## config.mk

```make
export PLATFORM = sky130hd
export DESIGN_NAME = grp_issue_throttle
export DESIGN_NICKNAME = d
export VERILOG_FILES = /design/src/rtl/gdt_pkg.sv /design/src/rtl/gdt_ctl_decode.sv /design/src/rtl/gdt_slot_ctr.sv /design/src/rtl/gdt_gap_timer.sv /design/src/rtl/grp_issue_throttle.sv
export SDC_FILE = /design/constraint.sdc
export NUM_CORES = 1
export LEC_CHECK = 0
export BUFFER_PORTS_ARGS = -buffer_cell sky130_fd_sc_hd__buf_4
export CAP_MARGIN = 15
export CORE_AREA = 2 2 88 90
export CTS_CLUSTER_DIAMETER = 40
export CTS_CLUSTER_SIZE = 25
export DETAILED_ROUTE_END_ITERATION = 12
export DIE_AREA = 0 0 90 92
export GPL_ROUTABILITY_DRIVEN = 0
export PLACE_DENSITY = 0.8
export SYNTH_ARGS = -nofsm -noshare
export SYNTH_HDL_FRONTEND = slang
export SYNTH_SLANG_ARGS = --single-unit
```

## constraint.sdc

```tcl
create_clock -name clk -period 4.9 [get_ports clk]
set_input_delay 0.245 -clock clk [delete_from_list [all_inputs] [get_ports clk]]
set_output_delay 0.245 -clock clk [all_outputs]
set_load 0.05 [all_outputs]
```

## src/rtl/gdt_pkg.sv

```systemverilog
package gdt_pkg;
   localparam int unsigned MARK_W   = 4;
   localparam logic [3:0]  HEAD_TAG = 4'b0111;
   localparam logic [3:0]  TAIL_TAG = 4'b0010;
endpackage

```

## src/rtl/gdt_ctl_decode.sv

```systemverilog
module gdt_ctl_decode
   import gdt_pkg::*;
#(
   parameter int unsigned WORD_W = 64,
   parameter int unsigned N_SLOT = 7,
   parameter int unsigned IVL_W  = 8
) (
   input  logic [WORD_W-1:0]             word,
   output logic                          well_formed,
   output logic [N_SLOT-1:0][IVL_W-1:0]  ivl
);
   localparam int unsigned PACK_W = 2*MARK_W + N_SLOT*IVL_W;

   if (PACK_W != WORD_W) begin : g_width_bad
      $error("control word width does not match marker and field widths");
   end

   for (genvar k = 0; k < N_SLOT; k++) begin : g_fld
      assign ivl[k] = word[MARK_W + k*IVL_W +: IVL_W];
   end

   assign well_formed = (word[MARK_W-1:0] == HEAD_TAG) &&
                        (word[WORD_W-1 -: MARK_W] == TAIL_TAG);
endmodule

```

## src/rtl/gdt_slot_ctr.sv

```systemverilog
module gdt_slot_ctr #(
   parameter int unsigned GROUP  = 8,
   localparam int unsigned SLOT_W = $clog2(GROUP)
) (
   input  logic              clk,
   input  logic              rst_n,
   input  logic              restart,
   input  logic              adv,
   output logic [SLOT_W-1:0] slot
);
   localparam logic [SLOT_W-1:0] LAST = SLOT_W'(GROUP-1);

   if (GROUP < 2 || (1 << SLOT_W) != GROUP) begin : g_group_bad
      $error("group size must be a power of two of at least 2");
   end

   always_ff @(posedge clk) begin
      if (!rst_n || restart)
         slot <= '0;
      else if (adv)
         slot <= (slot == LAST) ? '0 : slot + 1'b1;
   end


   slot_wrap_chk: assert property (@(posedge clk) disable iff (!rst_n)
      (!restart && adv && slot == LAST) |=> (slot == '0));
endmodule

```

## src/rtl/gdt_gap_timer.sv

```systemverilog
module gdt_gap_timer #(
   parameter int unsigned IVL_W = 8
) (
   input  logic             clk,
   input  logic             rst_n,
   input  logic             clr,
   input  logic             load,
   input  logic [IVL_W-1:0] ivl,
   output logic             open
);
   logic [IVL_W-1:0] cnt;

   always_ff @(posedge clk) begin
      if (!rst_n || clr)
         cnt <= '0;
      else if (load)
         cnt <= (ivl == '0) ? '0 : ivl - 1'b1;
      else if (cnt != '0)
         cnt <= cnt - 1'b1;
   end

   assign open = (cnt == '0);


   gap_countdown_chk: assert property (@(posedge clk) disable iff (!rst_n)
      (!open && !clr && !load) |=> (cnt == $past(cnt) - 1'b1));
endmodule

```

## src/rtl/grp_issue_throttle.sv

```systemverilog
module grp_issue_throttle
   import gdt_pkg::*;
#(
   parameter int unsigned WORD_W = 64,
   parameter int unsigned N_SLOT = 7,
   parameter int unsigned IVL_W  = 8
) (
   input  logic              clk,
   input  logic              rst_n,
   input  logic              flush,
   input  logic              in_valid,
   output logic              in_ready,
   input  logic [WORD_W-1:0] in_data,
   output logic              out_valid,
   input  logic              out_ready,
   output logic [WORD_W-1:0] out_data,
   output logic              ctl_err
);
   localparam int unsigned GROUP  = N_SLOT + 1;
   localparam int unsigned SLOT_W = $clog2(GROUP);

   logic [SLOT_W-1:0]            slot;
   logic                         at_ctl, gap_open, acc, ctl_acc, fire;
   logic                         well_formed;
   logic [N_SLOT-1:0][IVL_W-1:0] dec_ivl;
   logic [N_SLOT-1:0][IVL_W-1:0] ivl_q;
   logic [IVL_W-1:0]             sel_ivl;
   logic                         err_q;

   gdt_ctl_decode #(.WORD_W(WORD_W), .N_SLOT(N_SLOT), .IVL_W(IVL_W)) u_dec (
      .word(in_data), .well_formed(well_formed), .ivl(dec_ivl));

   gdt_slot_ctr #(.GROUP(GROUP)) u_slot (
      .clk(clk), .rst_n(rst_n), .restart(flush), .adv(acc), .slot(slot));

   gdt_gap_timer #(.IVL_W(IVL_W)) u_gap (
      .clk(clk), .rst_n(rst_n), .clr(flush || ctl_acc), .load(fire),
      .ivl(sel_ivl), .open(gap_open));

   assign at_ctl    = (slot == '0);
   assign out_valid = !flush && in_valid && !at_ctl && gap_open;
   assign in_ready  = !flush && (at_ctl || (out_ready && gap_open));
   assign out_data  = in_data;
   assign acc       = in_valid && in_ready;
   assign ctl_acc   = acc && at_ctl;
   assign fire      = acc && !at_ctl;
   assign ctl_err   = err_q;

   // interval after the instruction in this slot; the last slot hands over to the next group
   always_comb begin
      sel_ivl = '0;
      for (int k = 0; k < N_SLOT; k++)
         if (slot == SLOT_W'(k + 1))
            sel_ivl = (k < N_SLOT - 1) ? ivl_q[k] : '0;
   end

   always_ff @(posedge clk) begin
      if (!rst_n) begin
         ivl_q <= '0;
         err_q <= 1'b0;
      end else if (flush) begin
         err_q <= 1'b0;
      end else if (ctl_acc) begin
         ivl_q <= well_formed ? dec_ivl : '0;
         err_q <= !well_formed;
      end
   end


   no_ctl_issue_chk: assert property (@(posedge clk) disable iff (!rst_n)
      ctl_acc |-> !out_valid);

   gap_hold_chk: assert property (@(posedge clk) disable iff (!rst_n)
      (fire && sel_ivl >= IVL_W'(2)) |=> !out_valid);

   grp_start_chk: assert property (@(posedge clk) disable iff (!rst_n)
      ctl_acc |=> (flush || gap_open));

   bad_ctl_chk: assert property (@(posedge clk) disable iff (!rst_n)
      (ctl_acc && !well_formed && !flush) |=> ctl_err);

   flush_restart_chk: assert property (@(posedge clk) disable iff (!rst_n)
      flush |=> (flush || in_ready));
endmodule

```

==> results by group, run 1 <==
Setup path
  • Critical path capture point type: register
  • CP Cell Sequence: inv_1 > ha_1 > a22oi_1 > o21ai_0 > o211ai_2 > ha_1 > nand2_1 > or4_4 > a21oi_1 > a211oi_1
  • CP Class: reg2reg
  • Slowest CP cell: dfxtp_1
  • Most frequent CP cell: ha_1
  • Crit path launch type: register
  • Max incr delay on CP: 0.86 ns
  • CP max FO: 27
  • Worst endpoint required time: 5.08 ns
  • Worst EP arrival: 3.71 ns
  • R2r setup slk: 1.37 ns

Clock network
  • CTS tree: built
  • CTS buffer count: 9
  • Hold-fix buffers, CTS: 0
  • Post-CTS setup buffers: 0
  • Clk sinks: 60
  • Clock Latency Late Sink: 0.33 ns
  • Post-CTS Resized: 0
  • Clk root buf: clkbuf_8
  • H-Tree Depth: 3
  • Clock buffer depth: 2
  • CTS clk-pin slew, worst paths: 0.06 ns

Power and ir drop
  • Leak: 1.734 nW
  • IR Drop Worst-Case VDD: 0.1537 mV
  • PD cells: 333.5 nW/um^2

Logic synthesis
  • Synth Area in Adders: 3.120%
  • Cell area after synthesis: 3610 um^2
  • Cell taking the most area after synthesis: dfxtp_1
  • Area share of the largest cell type after synthesis: 33.28%
  • Post-synth top flop: dfxtp_1
  • Post-synthesis compound-gate area fraction: 24.61%
  • Synth top area cells: dfxtp_1, buf_4, a22o_1
  • Sequential share of the synthesized area: 33.28%
  • Seq cells post-synth: 60
  • Synth Area per Inst: 8.783 um^2
  • EDFF count, synth: 0
  • Synth Area in XOR/XNOR: 1.698%
  • Post-Synth Simple-Gate Area: 17.82%
  • Library cells used by synthesis: 56
  • Largest family of logic cells by synthesized area: compound AO/OA/AOI/OAI gates
  • Net Count, Synth: 489
  • Synth warn: 0
  • Mux share of post-synthesis cell area: 0.2773%
  • Cells after synthesis: 411
  • Asr flop ratio synth: 0%

Floorplanning
  • DIE AREA: 8280 um^2
  • Row count: 32
  • Core box area: 7447 um^2
  • Initial core utilization: 48.47%
  • Die height: 92 um
  • IO Pins: 136
  • Die width: 90 um

Route
  • ANT nets after route: 0
  • 1st-iter DRT viols: 253
  • Vias: 3058
  • DRT Pass-1 Iters: 4
  • WL/cell: 15.31 um
  • Vias per inst: 5.470
  • Post-route DRC: 0
  • Routed wire length: 8556 um

Global routing
  • Grt ovf: 0
  • First-pass GRT wire length: 13980 um
  • Number of global-route vias before repair: 2988
  • Largest net degree at the start of global routing: 35
  • Initial antenna violation count: 0
  • GRT Util Overall: 20.83%

Timing
  • Slew of the pin with the lowest slew margin: 1.064 ns
  • Fmax: 283.6 MHz
  • Post-Route Setup TNS: 0 ns
  • Final setup margin: 1.374 ns
  • Tcrit/Tclk final: 71.97%
  • Slew Limit Fails: 0
  • Fin crit period: 3.526 ns
  • Max_slew headroom: 28.81%
  • Setup violations, final: 0
  • Clock skew: 0.009272 ns
  • RSZ-0062 raised after global routing: no
  • Hold Vio Cnt, Final: 0

Layout
  • Inserted Diodes: 0
  • Post-route non-filler standard cell count: 559
  • Final net count: 531
  • Layout cell share with drive strength beyond 1: 32.82%
  • P&R area growth vs syn: 16.12%

Placement
  • IO buf count: 119
  • Worst slack, placed: 1.453 ns
  • DP HPWL: 6496 um
  • Placed cells: 544

Min path
  • Hold WC Path Type: in2reg

Outcome
  • Run status: completed

Job
  • Max_cap viols: 0
## logic make-up (layout without fill, tap and decap cells)
group,after synthesis,in the layout
AOI/OAI and AO/OA,120,120
and+or+nand+nor,111,111
DFF,60,60
muxes,1,1
buffers and inverters,103,149
adders and majority gates,9,9
xor gates and xnor gates,7,7
## stage by stage
stage	hold slack [ns]	util, %	power [mW]	cell area [um^2]
3_3_place_gp	0.4551	53.73	0.9738	4001
5_1_grt	0.1135	56.28	1.480	4192
4_1_cts	0.1130	56.28	1.407	4192
6_report	0.1294	56.28	1.398	4192
3_5_place_dp	0.4670	53.73	0.9840	4001
2_1_floorplan	0.3705	-	0.9108	3610
## flip-flops by register name, summed over array words and instances, names as in the netlist
name,flops
ctl_err,1
u_slot.slot,3
ivl_q,48
u_gap.cnt,8
## critical path, delay by kind of cell, from the launching register on
kind | cells | cell delay (ns)
buffers and inverters | 1 | 0.32
flip-flops | 1 | 0.86
adder cells (fa/ha/maj) | 2 | 0.68
AO/OA/AOI/OAI | 5 | 0.92
AND/OR/NAND/NOR | 2 | 0.60
## metal layers
metal,GRT usage [%],part of all wire (%)
met5,0,0
met2,34.65,50
met3,5.588,5.6
met4,11.41,3.0
met1,24.46,41
## where the power goes
| group | leakage [nW] | total [mW] | internal, mW | switching [mW] |
|---|---|---|---|---|
| logic | 1.15 | 0.453 | 0.167 | 0.287 |
| registers | 0.483 | 0.521 | 0.505 | 0.0158 |
| clock network | 0.0979 | 0.424 | 0.243 | 0.181 |
| total | 1.73 | 1.40 | 0.914 | 0.484 |
## synthesized netlist by cell type, drive strengths merged, types with 7 or more instances
cell	count
a21oi	24
a22o	30
a22oi	25
buf	78
clkbuf	12
dfxtp	60
ha	9
inv	13
nand2	22
nand3	8
nor2	18
nor2b	27
o211ai	7
o21ai	11
## placed cells by master (no fill, tap or decap), types with 2 or more instances in the layout
master and instances:
nor3b_1 4, clkbuf_8 10, nand3_1 8, nor2_1 18, nand2_1 22, ha_1 9, nand3b_1 6, o211ai_1 4
o211ai_2 3, a22o_1 30, o21ai_1 2, nand2b_1 4, o31ai_1 3, or4_1 2, clkinv_2 3, xnor2_1 5
a22oi_1 25, a211oi_1 3, nor2b_1 27, xor2_1 2, nand4_1 2, nor4bb_1 2, o21ai_0 9, a21o_1 3
a21oi_1 23, a31oi_1 3, inv_1 12, o22ai_1 2, nor3_1 4, dfxtp_1 60, buf_4 121
## area by class of cell
type                            instances  area, um^2
Sequential cell                        60        1201
Clock buffer                           10       137.6
Multi-Input combinational cell        248        1715
Inverter                               13       48.80
Tap cell                              102       127.6
Fill cell                             718        3256
Timing Repair Buffer                  121       908.4
Clock inverter                          5       52.55
## path summary, 6_finish.rpt
check | from | to | cells past startpoint
worst max-delay path | u_slot.slot[2] | u_gap.cnt[4] | 10
worst min-delay path | in_data[5] | ivl_q[1] | 2
worst max register to register | u_slot.slot[2] | u_gap.cnt[4] | 10
worst min register to register | ivl_q[40] | ivl_q[40] | 1
Note: power is estimated with default switching activity, not from simulation.
==> run 2: changes to the inputs <==
ABC_AREA = 1   (was not set)
CORE_AREA = 2 2 90 92   (was 2 2 88 90)
DIE_AREA = 0 0 92 94   (was 0 0 90 92)
clock period = 3.6 ns   (was 4.9 ns; I/O delays follow)
==> run 2 against run 1 <==
  * Hold slack worse by 0.068 ns
  * Sequential cell count unchanged
  * Via count up 17%
  * Utilization up 2.7 points
  * Combinational power up 79%
  * Die area up 4.4%
  * Non-clock buffer count unchanged
  * Fmax up 21%
  * Sequential share of layout area down 1.9 points
  * Final cell count up 27%
  * Highest routed layer unchanged
  * Synthesized cell count up 35%
  * Wire length up 7.1%
  * Largest cell class unchanged
==> results by group, run 2 <==
Layout
  • Commonest non-fill, non-tap cell in the layout: nand2_1
  • Commonest non-fill, non-tap cells in the layout: nand2_1, buf_4, nand3_1
  • Layout cell share with drive strength beyond 1: 26.90% (-5.9 points)
  • Top flop regs: ivl_q: 48 flops, u_gap.cnt: 8 flops, u_slot.slot: 3 flops
  • Post-route non-filler standard cell count: 708 (+27%)
  • Fillers: 724 (+0.84%)
  • Inserted Diodes: 0 (unchanged)
  • Finished Core Util: 59.01% (+2.7 points)
  • Multi-input gate area: 1800 um^2 (+5.0%)
  • P&R area growth vs syn: 17.41%
  • FF+latch area: 1201 um^2 (unchanged)
  • Largest Register: ivl_q
  • Max reg flops: 48 (unchanged)
  • Final net count: 679 (+28%)

Timing
  • Setup violations, final: 0 (unchanged)
  • Max_slew headroom: 43.01% (+14 points)
  • Slew Limit Fails: 0 (unchanged)
  • Tcrit/Tclk final: 81.13% (+9.2 points)
  • Hold Vio Cnt, Final: 0 (unchanged)
  • Slew of the pin with the lowest slew margin: 0.8540 ns (-0.2104 ns)
  • Post-Route Setup TNS: 0 ns (unchanged)
  • Clock skew: 0.005721 ns (-0.003551 ns)
  • WHS: 0.06096 ns (-0.06841 ns)
  • Fin crit period: 2.921 ns (-0.6056 ns)
  • RSZ-0062 raised after global routing: no
  • Fmax: 342.4 MHz (+21%)

Logic synthesis
  • Post-synth top flop: dfxtp_1
  • Synth top area cells: dfxtp_1, buf_4, nand2_1
  • Most common cell in the netlist: nand2_1
  • Cell taking the most area after synthesis: dfxtp_1
  • Net Count, Synth: 634 (+30%)
  • EDFF count, synth: 0 (unchanged)
  • Library cells used by synthesis: 35 (-38%)
  • Most frequent cells after synthesis: nand2_1, nand3_1, buf_4
  • Area share of the largest cell type after synthesis: 31.41% (-1.9 points)
  • Cells after synthesis: 556 (+35%)
  • Synth Area per Inst: 6.877 um^2 (-22%)
  • Synth warn: 0 (unchanged)
  • Asr flop ratio synth: 0% (unchanged)
  • Sequential share of the synthesized area: 31.41% (-1.9 points)
  • Seq cells post-synth: 60 (unchanged)
  • Cell area after synthesis: 3824 um^2 (+5.9%)

Route
  • ANT nets after route: 0 (unchanged)
  • Vias per inst: 5.045 (-7.8%)
  • Vias: 3572 (+17%)
  • Post-route DRC: 0 (unchanged)
  • WL/cell: 12.94 um (-15%)
  • 1st-iter DRT viols: 229 (-9.5%)
  • Routed wire length: 9163 um (+7.1%)
  • DRT Pass-1 Iters: 4 (unchanged)

Setup path
  • CP Class: reg2reg
  • FF-to-FF path depth: 12 (+2)
  • Worst endpoint required time: 3.85 ns (-1.23 ns)
  • CP Cell Sequence: inv_1 > ha_1 > nor3b_4 > nand4_2 > nor2_4 > nand2_1 > a21oi_2 > and2_4 > nand2_4 > nor2_4 > nand3_1 > o31ai_1
  • Slowest CP cell: nor2_4
  • RR Startpoint: u_gap.cnt[0]
  • R2r setup slk: 0.68 ns (-0.69 ns)
  • Reg2reg end: ivl_q[19]
  • Max incr delay on CP: 0.68 ns (-0.18 ns)
  • Worst EP arrival: 3.17 ns (-0.54 ns)
  • Crit path launch type: register
  • Critical path capture point type: register
  • CP max FO: 35 (+30%)
  • Most frequent CP cell: nor2_4

Floorplanning
  • Initial core utilization: 50.26% (+1.8 points)
  • Die height: 94 um (+2.2%)
  • Core box area: 7607 um^2 (+2.2%)
  • DIE AREA: 8648 um^2 (+4.4%)
  • Die width: 92 um (+2.2%)
  • Row count: 32 (unchanged)
  • IO Pins: 136 (unchanged)

Min path
  • Hold WC Path Type: in2reg
  • Hold endpoint: ivl_q[43]
  • Hold Crit Depth: 3 (+1)
  • Min-delay src: in_data[47]

Clock network
  • Post-CTS setup buffers: 0 (unchanged)
  • CTS clk-pin slew, worst paths: 0.07 ns (about the same)
  • Clk sinks: 60 (unchanged)
  • CTS tree: built
  • H-Tree Depth: 3 (unchanged)
  • Clk root buf: clkbuf_8
  • CTS buffer count: 9 (unchanged)
  • Post-CTS Resized: 0 (unchanged)
  • Hold-fix buffers, CTS: 0 (unchanged)
  • Clock buffer depth: 2 (unchanged)
  • Clock Latency Late Sink: 0.34 ns (about the same)

Job
  • Max_cap viols: 0 (unchanged)

Placement
  • IO buf count: 119 (unchanged)
  • DP HPWL: 6952 um (+7.0%)
  • Placed cells: 692 (+27%)

Power and ir drop
  • Leak: 2.060 nW (+19%)
  • Register share of total power: 33.4% (-3.8 points)
  • Combinational Power Share: 36.2% (+3.8 points)
  • Internal power: 1.410 mW (+54%)
  • PD cells: 498.5 nW/um^2 (+49%)
  • P_sw: 0.8281 mW (+71%)
  • Sw Share: 37.00% (+2.4 points)
  • IR Drop Worst-Case VDD: 0.2151 mV (+40%)
  • Clock share of power: 30.3% (about the same)

Global routing
  • Grt ovf: 0 (unchanged)
  • First-pass GRT wire length: 15190 um (+8.7%)
  • GRT Util Overall: 21.84% (+1.0 points)
  • Largest net degree at the start of global routing: 38 (+8.6%)
  • Initial antenna violation count: 0 (unchanged)
  • Number of global-route vias before repair: 3442 (+15%)

Outcome
  • Run status: completed
-- run 2: cell types whose count changed after synthesis, sizes merged, moves of 5 or more --
cell	change
nand3	+75
o31ai	+13
nor2	+15
a22oi	-25
nor2b	-27
nand2	+111
nand3b	-5
a21oi	+15
o211ai	-7
a22o	-30
inv	+46
-- run 2: worst max-delay path: cells and delay by family, from the launching register on --
family / cells / cell delay [ns]
compound gates: 2 / 0.26
fa+ha+maj: 1 / 0.20
simple gates: 8 / 1.93
flops: 1 / 0.31
buf+inv: 1 / 0.10
-- run 2: per-layer routing --
| metal | track usage (%) | share of wire [%] | wire (um) | vias up |
|---|---|---|---|---|
| met5 | 0 | 0 | 0 | - |
| met4 | 8.706 | 2.1 | 195 | 0 |
| met3 | 4.575 | 7.0 | 643 | 20 |
| met2 | 36.21 | 46 | 4177 | 129 |
| met1 | 27.82 | 45 | 4146 | 1609 |
| li1 | - | - | - | 1814 |
-- run 2: how the worst max path moves through the flow --
stage | start | end | slack, ns
after floorplan | u_gap.cnt[0] | ivl_q[13] | 1.07
after global placement | u_gap.cnt[0] | ivl_q[24] | 0.82
after detailed placement | u_gap.cnt[0] | ivl_q[19] | 0.67
after CTS | u_gap.cnt[0] | ivl_q[19] | 0.66
after global routing | u_gap.cnt[0] | ivl_q[18] | 0.33
final | u_gap.cnt[0] | ivl_q[19] | 0.68
-- run 2: area by class of cell --
| type | count | area share, % |
|---|---|---|
| Multi-Input combinational cell | 349 | 40.11 |
| Sequential cell | 60 | 26.76 |
| Timing Repair Buffer | 121 | 20.23 |
| Inverter | 60 | 5.045 |
| Clock buffer | 10 | 3.066 |
| Tap cell | 102 | 2.843 |
| Clock inverter | 6 | 1.951 |
-- run 2: cells by family (layout without fill, tap and decap cells) --
group / count (synthesis) / count (layout) / synth area share, %
buffers and inverters: 147 / 197 / 21.56
DFF: 60 / 60 / 31.41
xor gates and xnor gates: 7 / 7 / 1.603
adders and majority gates: 9 / 9 / 2.945
AOI/OAI and AO/OA: 74 / 74 / 11.22
and+or+nand+nor: 259 / 259 / 31.25
-- run 2: power groups by stage --
stage	combinational [mW]	sequential (mW)	clock, mW
after floorplan	0.670	0.757	0
after global placement	0.777	0.760	0
after detailed placement	0.800	0.763	0
after CTS	0.805	0.748	0.686
after global routing	0.886	0.753	0.717
final	0.811	0.748	0.679
-- run 2: metrics by stage --
step / setup WS [ns] / cell area (um^2) / total power [mW]
2_1_floorplan: 1.073 / 3824 / 1.427
3_5_place_dp: 0.6748 / 4264 / 1.563
6_report: 0.6793 / 4489 / 2.238
4_1_cts: 0.6632 / 4489 / 2.240
5_1_grt: 0.3312 / 4489 / 2.355
3_3_place_gp: 0.8202 / 4264 / 1.537
==> run 3: changes to the inputs <==
ABC_AREA = 0   (was 1)
CORE_AREA = 2 2 88 90   (was 2 2 90 92)
DIE_AREA = 0 0 90 92   (was 0 0 92 94)
clock period = 2.97 ns   (was 3.6 ns; I/O delays follow)
==> run 3 against run 2 <==
  * Critical path depth down 3
  * Fmax up 4.7%
  * Count of clock-buffer cells in the layout up 5
  * Register-to-register slack worse by 0.50 ns
  * Critical endpoint is now u_gap.cnt[7]
  * Critical path type unchanged
  * Clock skew down 0.00086 ns
==> results by group, run 3 (same netlist as run 1, synthesis figures left out) <==
Layout
  • FF+latch area: 1201 um^2 (unchanged)
  • Top flop regs: ivl_q: 48 flops, u_gap.cnt: 8 flops, u_slot.slot: 3 flops
  • Final net count: 538 (-21%)
  • P&R area growth vs syn: 17.85%
  • Commonest non-fill, non-tap cells in the layout: buf_4, dfxtp_1, a22o_1
  • Inserted Diodes: 0 (unchanged)
  • Post-route cell area: 4254 um^2 (-5.2%)
  • Max reg flops: 48 (unchanged)
  • Layout cell share with drive strength beyond 1: 33.55% (+6.7 points)
  • Multi-input gate area: 1722 um^2 (-4.4%)
  • Fillers: 670 (-7.5%)
  • Commonest non-fill, non-tap cell in the layout: buf_4
  • Largest Register: ivl_q

Placement
  • DP HPWL: 6384 um (-8.2%)
  • IO buf count: 119 (unchanged)
  • Worst slack, placed: 0.2454 ns (-0.4294 ns)
  • Dpl cell area: 4066 um^2 (-4.6%)

Clock network
  • Post-CTS Resized: 0 (unchanged)
  • Clk sinks: 60 (unchanged)
  • Hold-fix buffers, CTS: 0 (unchanged)
  • CTS tree: built
  • Clk root buf: clkbuf_8
  • Post-CTS setup buffers: 0 (unchanged)
  • CTS clk-pin slew, worst paths: 0.06 ns (about the same)
  • Clock Latency Late Sink: 0.34 ns (about the same)
  • CTS buffer count: 9 (unchanged)
  • H-Tree Depth: 3 (unchanged)
  • Clock buffer depth: 2 (unchanged)

Setup path
  • Crit path launch type: register
  • Critical path buffers and inverters: 0 (-1)
  • CP Cell Sequence: ha_1 > ha_1 > and4bb_2 > a211oi_1 > o32a_2 > nand2_1 > nor4b_1 > mux2i_1 > o22ai_1
  • Worst EP arrival: 3.02 ns (-0.15 ns)
  • CP Class: reg2reg
  • Largest delay contributor family on the critical path: simple AND/OR/NAND/NOR gates
  • CP max FO: 11 (-69%)
  • Worst endpoint required time: 3.20 ns (-0.65 ns)
  • Slowest CP cell: nor4b_1
  • Max incr delay on CP: 0.43 ns (-0.25 ns)
  • Most frequent CP cell: ha_1
  • Critical path capture point type: register

Power and ir drop
  • PD cells: 536.9 nW/um^2 (+7.7%)
  • Register share of total power: 37.6% (+4.2 points)
  • Clock share of power: 29.6% (-0.7 points)
  • P_sw: 0.8028 mW (-3.1%)
  • Sw Share: 35.15% (-1.9 points)
  • Combinational Power Share: 32.9% (-3.3 points)
  • Internal power: 1.481 mW (+5.1%)
  • Leak: 1.770 nW (-14%)
  • IR Drop Worst-Case VDD: 0.2895 mV (+35%)

Timing
  • Slew of the pin with the lowest slew margin: 0.7981 ns (-0.05592 ns)
  • Clock skew: 0.004865 ns (-0.0008556 ns)
  • Max_slew headroom: 46.30% (+3.3 points)
  • Fin crit period: 2.790 ns (-0.1308 ns)
  • WHS: 0.02074 ns (-0.04022 ns)
  • Slew Limit Fails: 0 (unchanged)
  • Fmax: 358.4 MHz (+4.7%)
  • RSZ-0062 raised after global routing: no
  • Tcrit/Tclk final: 93.94% (+13 points)
  • Final setup margin: 0.1800 ns (-0.4992 ns)
  • Setup violations, final: 0 (unchanged)
  • Hold Vio Cnt, Final: 0 (unchanged)
  • Post-Route Setup TNS: 0 ns (unchanged)

Route
  • Post-route DRC: 0 (unchanged)
  • Vias per inst: 5.508 (+9.2%)
  • DRT Pass-1 Iters: 4 (unchanged)
  • ANT nets after route: 0 (unchanged)
  • WL/cell: 14.91 um (+15%)
  • Vias: 3123 (-13%)
  • 1st-iter DRT viols: 293 (+28%)
  • Routed wire length: 8456 um (-7.7%)

Floorplanning
  • IO Pins: 136 (unchanged)
  • Core box area: 7447 um^2 (-2.1%)
  • DIE AREA: 8280 um^2 (-4.3%)
  • Die height: 92 um (-2.1%)
  • Row count: 32 (unchanged)
  • Die width: 90 um (-2.2%)
  • Initial core utilization: 48.47% (-1.8 points)

Global routing
  • Largest net degree at the start of global routing: 35 (-7.9%)
  • GRT Util Overall: 20.52% (-1.3 points)
  • First-pass GRT wire length: 13760 um (-9.4%)
  • Initial antenna violation count: 0 (unchanged)
  • Number of global-route vias before repair: 2951 (-14%)
  • Grt ovf: 0 (unchanged)

Job
  • Max_cap viols: 0 (unchanged)

Min path
  • Hold WC Path Type: in2reg

Outcome
  • Run status: completed
-- run 3: through the flow --
stage	power, mW	util, %	instances
floorplan	1.503	-	411
global placement	1.608	54.60	551
detailed placement	1.626	54.60	551
CTS	2.300	57.04	567
global route	2.412	57.12	567
finish	2.284	57.12	567
-- run 3: final timing paths --
check / from / endpoint / slack, ns / cells past startpoint
setup reg to reg: u_slot.slot[1] / u_gap.cnt[7] / 0.18 / 9
setup / recovery: u_slot.slot[1] / u_gap.cnt[7] / 0.18 / 9
hold reg to reg: ivl_q[39] / ivl_q[39] / 0.48 / 1
hold / removal: in_data[35] / ivl_q[31] / 0.02 / 2
-- run 3: power groups by stage --
| stage | Clock (mW) | Sequential (mW) | Combinational (mW) |
|---|---|---|---|
| 2_1_floorplan | 0 | 0.871 | 0.632 |
| 3_5_place_dp | 0 | 0.875 | 0.751 |
| 5_1_grt | 0.728 | 0.859 | 0.824 |
| 3_3_place_gp | 0 | 0.873 | 0.736 |
| 6_report | 0.675 | 0.858 | 0.751 |
| 4_1_cts | 0.687 | 0.857 | 0.756 |
-- run 3: routing by layer --
metal | share of wire (%) | track usage, %
met1 | 41 | 24.81
met2 | 49 | 33.40
met3 | 5.8 | 4.848
met4 | 3.9 | 12.05
met5 | 0 | 0
-- run 3: final cells by class --
cell class / count / share of cell area (%)
Clock buffer: 15 / 4.147
Clock inverter: 1 / 0.1176
Inverter: 13 / 1.147
Multi-Input combinational cell: 248 / 40.47
Sequential cell: 60 / 28.24
Tap cell: 102 / 3.000
Timing Repair Buffer: 128 / 22.88
